`src/rtl/lvd_pkg.sv`:
```
package lvd_pkg;
    localparam int REG_W    = 8;
    localparam int B_FLAG   = 7;
    localparam int B_ACK    = 6;
    localparam int B_IRQEN  = 5;
    localparam int B_RSTEN  = 4;
    localparam int B_STOPEN = 3;
    localparam int B_DETEN  = 2;
    localparam int B_RSVD   = 1;
    localparam int B_BGAP   = 0;

    typedef enum logic {LK_OPEN = 1'b0, LK_SHUT = 1'b1} lock_state_e;
    typedef enum logic {FL_IDLE = 1'b0, FL_SEEN = 1'b1} flag_state_e;
endpackage

```
`src/rtl/lvd_sync.sv`:
```
module lvd_sync #(
    parameter int STAGES = 2
) (
    input  logic clk,
    input  logic rst_n,
    input  logic d_i,
    output logic q_o
);
    logic [STAGES-1:0] chain_q;

    generate
        if (STAGES == 1) begin : g_one
            always_ff @(posedge clk or negedge rst_n) begin
                if (!rst_n) chain_q <= '0;
                else        chain_q <= d_i;
            end
        end else begin : g_many
            always_ff @(posedge clk or negedge rst_n) begin
                if (!rst_n) chain_q <= '0;
                else        chain_q <= {chain_q[STAGES-2:0], d_i};
            end
        end
    endgenerate

    assign q_o = chain_q[STAGES-1];
endmodule

```
`src/rtl/lvd_lock_fsm.sv`:
```
module lvd_lock_fsm
    import lvd_pkg::*;
(
    input  logic clk,
    input  logic rst_n,
    input  logic wr_i,
    output logic open_o
);
    lock_state_e state_q, state_d;

    always_ff @(posedge clk or negedge rst_n) begin
        if (!rst_n) state_q <= LK_OPEN;
        else        state_q <= state_d;
    end

    always_comb begin
        state_d = state_q;
        open_o  = 1'b0;
        unique case (state_q)
            LK_OPEN: begin
                open_o = 1'b1;
                if (wr_i) state_d = LK_SHUT;
            end
            LK_SHUT: begin
                open_o  = 1'b0;
                state_d = LK_SHUT;
            end
        endcase
    end


    lock_sticky_chk: assert property (@(posedge clk) disable iff (!rst_n)
        (state_q == LK_SHUT) |=> (state_q == LK_SHUT));
endmodule

```
`src/rtl/lvd_flag_fsm.sv`:
```
module lvd_flag_fsm
    import lvd_pkg::*;
(
    input  logic clk,
    input  logic rst_n,
    input  logic set_i,
    input  logic ack_i,
    output logic flag_o
);
    flag_state_e state_q, state_d;

    always_ff @(posedge clk or negedge rst_n) begin
        if (!rst_n) state_q <= FL_IDLE;
        else        state_q <= state_d;
    end

    always_comb begin
        state_d = state_q;
        flag_o  = 1'b0;
        unique case (state_q)
            FL_IDLE: begin
                flag_o = 1'b0;
                if (set_i) state_d = FL_SEEN;
            end
            FL_SEEN: begin
                flag_o = 1'b1;
                if (ack_i && !set_i) state_d = FL_IDLE;
            end
        endcase
    end


    set_wins_chk: assert property (@(posedge clk) disable iff (!rst_n)
        set_i |=> flag_o);

    ack_clears_chk: assert property (@(posedge clk) disable iff (!rst_n)
        (ack_i && !set_i) |=> !flag_o);

    flag_hold_chk: assert property (@(posedge clk) disable iff (!rst_n)
        (flag_o && !ack_i) |=> flag_o);
endmodule

```
`src/rtl/lvd_ctrl_reg.sv`:
```
module lvd_ctrl_reg
    import lvd_pkg::*;
#(
    parameter int SYNC_STAGES = 2
) (
    input  logic             clk,
    input  logic             rst_n,
    input  logic             cmp_low_i,
    input  logic             stop_i,
    input  logic             wr_en_i,
    input  logic [REG_W-1:0] wr_data_i,
    output logic [REG_W-1:0] rd_data_o,
    output logic             irq_o,
    output logic             rst_req_o,
    output logic             bgap_en_o
);
    logic low_sync;
    logic once_open;
    logic flag;
    logic set_evt;
    logic ack_evt;
    logic irq_en_q, rst_en_q, stop_en_q, det_en_q, bgap_q;

    lvd_sync #(.STAGES(SYNC_STAGES)) u_sync (
        .clk   (clk),
        .rst_n (rst_n),
        .d_i   (cmp_low_i),
        .q_o   (low_sync)
    );

    lvd_lock_fsm u_lock (
        .clk    (clk),
        .rst_n  (rst_n),
        .wr_i   (wr_en_i),
        .open_o (once_open)
    );

    always_comb begin
        set_evt = low_sync && det_en_q && (!stop_i || stop_en_q);
        ack_evt = wr_en_i && wr_data_i[B_ACK];
    end

    lvd_flag_fsm u_flag (
        .clk    (clk),
        .rst_n  (rst_n),
        .set_i  (set_evt),
        .ack_i  (ack_evt),
        .flag_o (flag)
    );

    // Freely writable controls
    always_ff @(posedge clk or negedge rst_n) begin
        if (!rst_n) begin
            irq_en_q  <= 1'b0;
            stop_en_q <= 1'b1;
            bgap_q    <= 1'b0;
        end else if (wr_en_i) begin
            irq_en_q  <= wr_data_i[B_IRQEN];
            stop_en_q <= wr_data_i[B_STOPEN];
            bgap_q    <= wr_data_i[B_BGAP];
        end
    end

    // Write-once controls, gated by the lock state machine
    always_ff @(posedge clk or negedge rst_n) begin
        if (!rst_n) begin
            rst_en_q <= 1'b1;
            det_en_q <= 1'b1;
        end else if (wr_en_i && once_open) begin
            rst_en_q <= wr_data_i[B_RSTEN];
            det_en_q <= wr_data_i[B_DETEN];
        end
    end

    always_comb begin
        rd_data_o           = '0;
        rd_data_o[B_FLAG]   = flag;
        rd_data_o[B_IRQEN]  = irq_en_q;
        rd_data_o[B_RSTEN]  = rst_en_q;
        rd_data_o[B_STOPEN] = stop_en_q;
        rd_data_o[B_DETEN]  = det_en_q;
        rd_data_o[B_BGAP]   = bgap_q;
        irq_o               = flag && irq_en_q;
        rst_req_o           = flag && rst_en_q && det_en_q;
        bgap_en_o           = bgap_q;
    end


    once_locked_chk: assert property (@(posedge clk) disable iff (!rst_n)
        (!once_open && wr_en_i) |=> (rst_en_q == $past(rst_en_q) && det_en_q == $past(det_en_q)));

    stop_gate_chk: assert property (@(posedge clk) disable iff (!rst_n)
        (stop_i && !stop_en_q && !flag) |=> !flag);

    det_off_chk: assert property (@(posedge clk) disable iff (!rst_n)
        (!det_en_q && !flag) |=> !flag);
endmodule

```
`config.mk`:
```
export PLATFORM = sky130hd
export DESIGN_NAME = lvd_ctrl_reg
export DESIGN_NICKNAME = d
export VERILOG_FILES = /design/src/rtl/lvd_pkg.sv /design/src/rtl/lvd_sync.sv /design/src/rtl/lvd_lock_fsm.sv /design/src/rtl/lvd_flag_fsm.sv /design/src/rtl/lvd_ctrl_reg.sv
export SDC_FILE = /design/constraint.sdc
export NUM_CORES = 1
export LEC_CHECK = 0
export BUFFER_PORTS_ARGS = -buffer_cell sky130_fd_sc_hd__buf_2
export CORE_AREA = 2 2 39 41
export CTS_CLUSTER_DIAMETER = 200
export DETAILED_ROUTE_END_ITERATION = 10
export DIE_AREA = 0 0 41 43
export GPL_ROUTABILITY_DRIVEN = 0
export GPL_TIMING_DRIVEN = 0
export PLACE_DENSITY = 0.7
export SETUP_SLACK_MARGIN = 0.5
export SLEW_MARGIN = 20
export SYNTH_ARGS = -nofsm -noshare
export SYNTH_HDL_FRONTEND = slang
export SYNTH_HIERARCHICAL = 1
export SYNTH_SLANG_ARGS = --single-unit
```
`constraint.sdc`:
```
create_clock -name clk -period 1.1 [get_ports clk]
set_input_delay 0.22 -clock clk [delete_from_list [all_inputs] [get_ports clk]]
set_output_delay 0.22 -clock clk [all_outputs]
set_load 0.01 [all_outputs]
```
# After elaboration in Yosys (flattened, before gate mapping)
# Cells that the tools add are included.
# totals
ff_bits	9
in_bits	13
elab_cells	28
out_inout_bits	11
# classes
bitwise	2
muxes	7
reduce_logical	11
# op_table
op	n
$logic_and A1 B1 Y1	8
$pmux W1 S2	4
$mux W1	3
$logic_not A1 Y1	2
$not A1 Y1	2
$logic_or A1 B1 Y1	1

# Logic depth before layout (Yosys ltp)
# depth
depth_word	7
ltp_mapped	3
mapped_depth_nobuf	3

# Hierarchy
# Netlist, hierarchy kept.
# by_module_without_submodules
mod	cells_per_inst	area_per_inst_um2	seq_area_each_um2	instances
lvd_ctrl_reg	27	292.8	128.9	1
lvd_sync	2	50.0	50.0	1
lvd_flag_fsm	3	36.3	25.0	1
lvd_lock_fsm	3	35.0	25.0	1

# Worst setup path before layout
# OpenSTA, ideal clock, no wires.
# synth_path
path_kind	reg-to-output
from	reg det_en_q
to	out rst_req_o
t_arrival_ps	719
setup_slack_ps	161
path_buffers	0
required_time_ps	880
stages_incl_launch_ff	2
cell_sequence	dfstp_2 and3_1
# synth_between
elab_chain_cells	1
# synth_rtl
item	line_no	text
from (decl)	lvd_ctrl_reg.sv:22	logic irq_en_q, rst_en_q, stop_en_q, det_en_q, bgap_q;
from (signal assigned)	lvd_ctrl_reg.sv:71	det_en_q <= wr_data_i[B_DETEN];
$logic_and A1 B1 Y1	lvd_ctrl_reg.sv:84	rst_req_o = flag && rst_en_q && det_en_q;
to (decl)	lvd_ctrl_reg.sv:14	output logic rst_req_o,
# Every way passes these cells.

# Worst setup path in the final report
# Ends and elaborated chain as after synthesis.

==> impl_summary.txt <==
----------------------------------------------------
[Outcome]
  Status ... complete, but fails checks
  Failing checks ... negative hold slack, negative setup slack

[CTS]
  Clock-pin slew reported for the worst setup and hold paths after clock tree synthesis ... 0.06 ns
  Total CTS buffers ... 3
  Maximum buffer depth of the clock tree ... 2
  Clock tree from TritonCTS ... done
  Worst-Skew Late Latency ... 0.25 ns
  Root cell of the clock tree ... clkbuf_4
  Clock H-tree levels ... 1
  Number of clock sinks seen by CTS ... 9

[Die]
  Die height ... 43 um
  Overall die width ... 41 um
  Ports ... 24
  Initial Util ... 0.299
  Total number of placement rows ... 14
  Overall die area ... 1760 um^2
  Core Region ... 1380 um^2

[STA]
  Worst Hold Margin ... -0.190 ns
  Fmax ... 788 MHz
  Final period demand of the worst path ... 1.27 ns
  Max Slew Vio Count ... 0
  Setup ws final ... -0.170 ns
  Final worst-path cycle share ... 1.15
  Worst Clk Skew ... 0.00239 ns
  Count of final setup violators ... 6
  RSZ-0062 raised after global routing ... yes
  Final Hold Vio Count ... 6

[Place]
  Post-Place Cell Area ... 556 um^2
  Place WS ... 0.0703 ns
  Input/output buffers ... 19

[GRT]
  Vias in the first global route ... 248
  First-pass GRT wire length ... 938 um
  Total congestion overflow ... 0
  GRT Util Overall ... 0.0874
  Pin count of the biggest net entering global routing ... 10
  Number of antenna violations at the first check in global routing ... 0

[Synthesis]
  Post-synthesis area per instance ... 11.8 um^2
  Number of instances in the synthesized netlist ... 35
  Ys Warns ... 6
  Sequential share of the synthesized area ... 0.553
  FF+latch count, synth ... 9
  Number of distinct library cells after synthesis ... 16
  Post-synthesis instance area ... 414 um^2

[Pwr]
  Pwr/cell area ... 1270 nW/um^2
  Max VDD drop ... 0.591 mV
  Leakage power of the design ... 0.347 nW

[Drt]
  DRC errors left ... 0
  First-pass iteration count of the detailed router ... 2
  Drt initial violations ... 1
  Avg Vias per Cell ... 3.73
  Total via count after detailed routing ... 291
  Post-detailed-routing wire length ... 605 um
  Average wire per standard cell ... 7.76 um
  Post-detailed-route count of antenna-violating nets ... 0

[Worst hold path]
  Class of the tightest hold or removal check ... input pin to asynchronous set/reset pin

[Critical path]
  Worst setup path category ... register to primary output
  Slowest cell on crit path ... dfstp_2
  Worst path required time ... 0.88 ns
  Kind of end point of the critical path ... primary output
  CP Max Fanout ... 3
  Cell-by-cell listing of the critical path ... and3_4 > buf_6
  Element type at the critical path start ... register
  Max stage delay on crit path ... 0.54 ns
  WP data arrival ... 1.05 ns
  Buffer and inverter count on the worst path ... 1
  Cell type group with the largest total delay on the critical path ... flip-flops

[Final layout]
  Share of cells above drive strength 1 ... 0.742
  N_diodes ... 0
  Most frequent cells in the layout ... buf_6 (12), buf_2 (11), buf_4 (7)
  Non-Filler Cell Area, Final ... 658 um^2
  Most common library cell in the layout ignoring fill and taps ... buf_6
  Area added between synthesis and finish ... 58.9%
  Layout Nets ... 76

[Run]
  Max-cap violations ... 0

----------------------------------------------------
final cells by class:
class | instances | area [um^2]
tap | 16 | 20.0
timing repair buffer | 22 | 168
multi-input combinational | 16 | 129
buffer | 8 | 75.1
fill | 132 | 726
sequential | 9 | 229
clock buffer | 4 | 26.3
inverter | 3 | 11.3
metrics by stage:
step                      power (W)   util  TNS [ns]  cells
final                      0.000838  0.476    -0.487     78
after global routing       0.000899  0.476    -0.779     78
after CTS                  0.000844  0.462    -0.579     76
after detailed placement   0.000554  0.401         0     71
after global placement     0.000551  0.401         0     71
after floorplan            0.000493      -         0     36
routing by layer:
metal,track usage,wire [um],vias up
li1,-,-,155
met1,0.0836,240,122
met2,0.125,299,12
met3,0.0314,55,2
met4,0.100,8,0
met5,0,0,-
sequential cells by signal, indices dropped and copies added (netlist names):
| name | count |
|---|---|
| u_sync/chain_q | 2 |
| bgap_en_o | 1 |
| det_en_q | 1 |
| irq_en_q | 1 |
| rst_en_q | 1 |
| stop_en_q | 1 |
| u_flag/state_q | 1 |
| u_lock/state_q | 1 |
synth_stat cells:
| cell | count | area [um^2] |
|---|---|---|
| buf_4 | 8 | 60.1 |
| dfrtp_1 | 6 | 150 |
| dfstp_2 | 3 | 78.8 |
| inv_1 | 3 | 11.3 |
| mux2_2 | 2 | 22.5 |
| mux2_4 | 2 | 30.0 |
| nand2_1 | 2 | 7.51 |
| a21o_1 | 1 | 7.51 |
| a21oi_1 | 1 | 5.00 |
| and2_1 | 1 | 6.26 |
| and2_2 | 1 | 7.51 |
| and3_1 | 1 | 6.26 |
| conb_1 | 1 | 3.75 |
| nand2_2 | 1 | 6.26 |
| o21ai_0 | 1 | 5.00 |
| or2_1 | 1 | 6.26 |
cell families after synthesis:
group           count (synthesis)  share of synthesized area
simple gates                    7                     0.0967
mux                             4                      0.127
flops                           9                      0.553
compound gates                  3                     0.0423
other cells                     1                    0.00905
buf+inv                        11                      0.172
worst reg2reg max path, stage by stage, from the launching register on:
cell and delay (ns):
dfstp_2 0.54, buf_4 0.11, nand2_1 0.05, a21oi_2 0.10, a21o_1 0.08
path summary, 6_finish.rpt:
kind	startpoint	end	slack (ns)	depth (start not counted)
max in group asynchronous	rst_n	det_en_q	1.05	1
min reg2reg	u_sync/chain_q[0]	u_sync/chain_q[1]	0.35	0
min	rst_n	u_flag/state_q	-0.19	1
min in group clk	cmp_low_i	u_sync/chain_q[0]	0.08	1
max	det_en_q	rst_req_o	-0.17	2
max reg2reg	det_en_q	u_flag/state_q	0.16	4
power by group:
part / internal (W) / switching, W
Sequential: 0.000366 / 0.0000207
Combinational: 0.000148 / 0.0000690
Clock: 0.000139 / 0.0000964
Total: 0.000652 / 0.000186
repair_timing:
action | in CTS | in global routing
pin swaps | 1 | 2
endpoints found under the hold margin | 6 | 6
setup buffers | 1 | 2
gates resized for setup | 8 | 2
setup endpoints to repair | 16 | 16
Note: power is estimated with default switching activity, not from simulation.
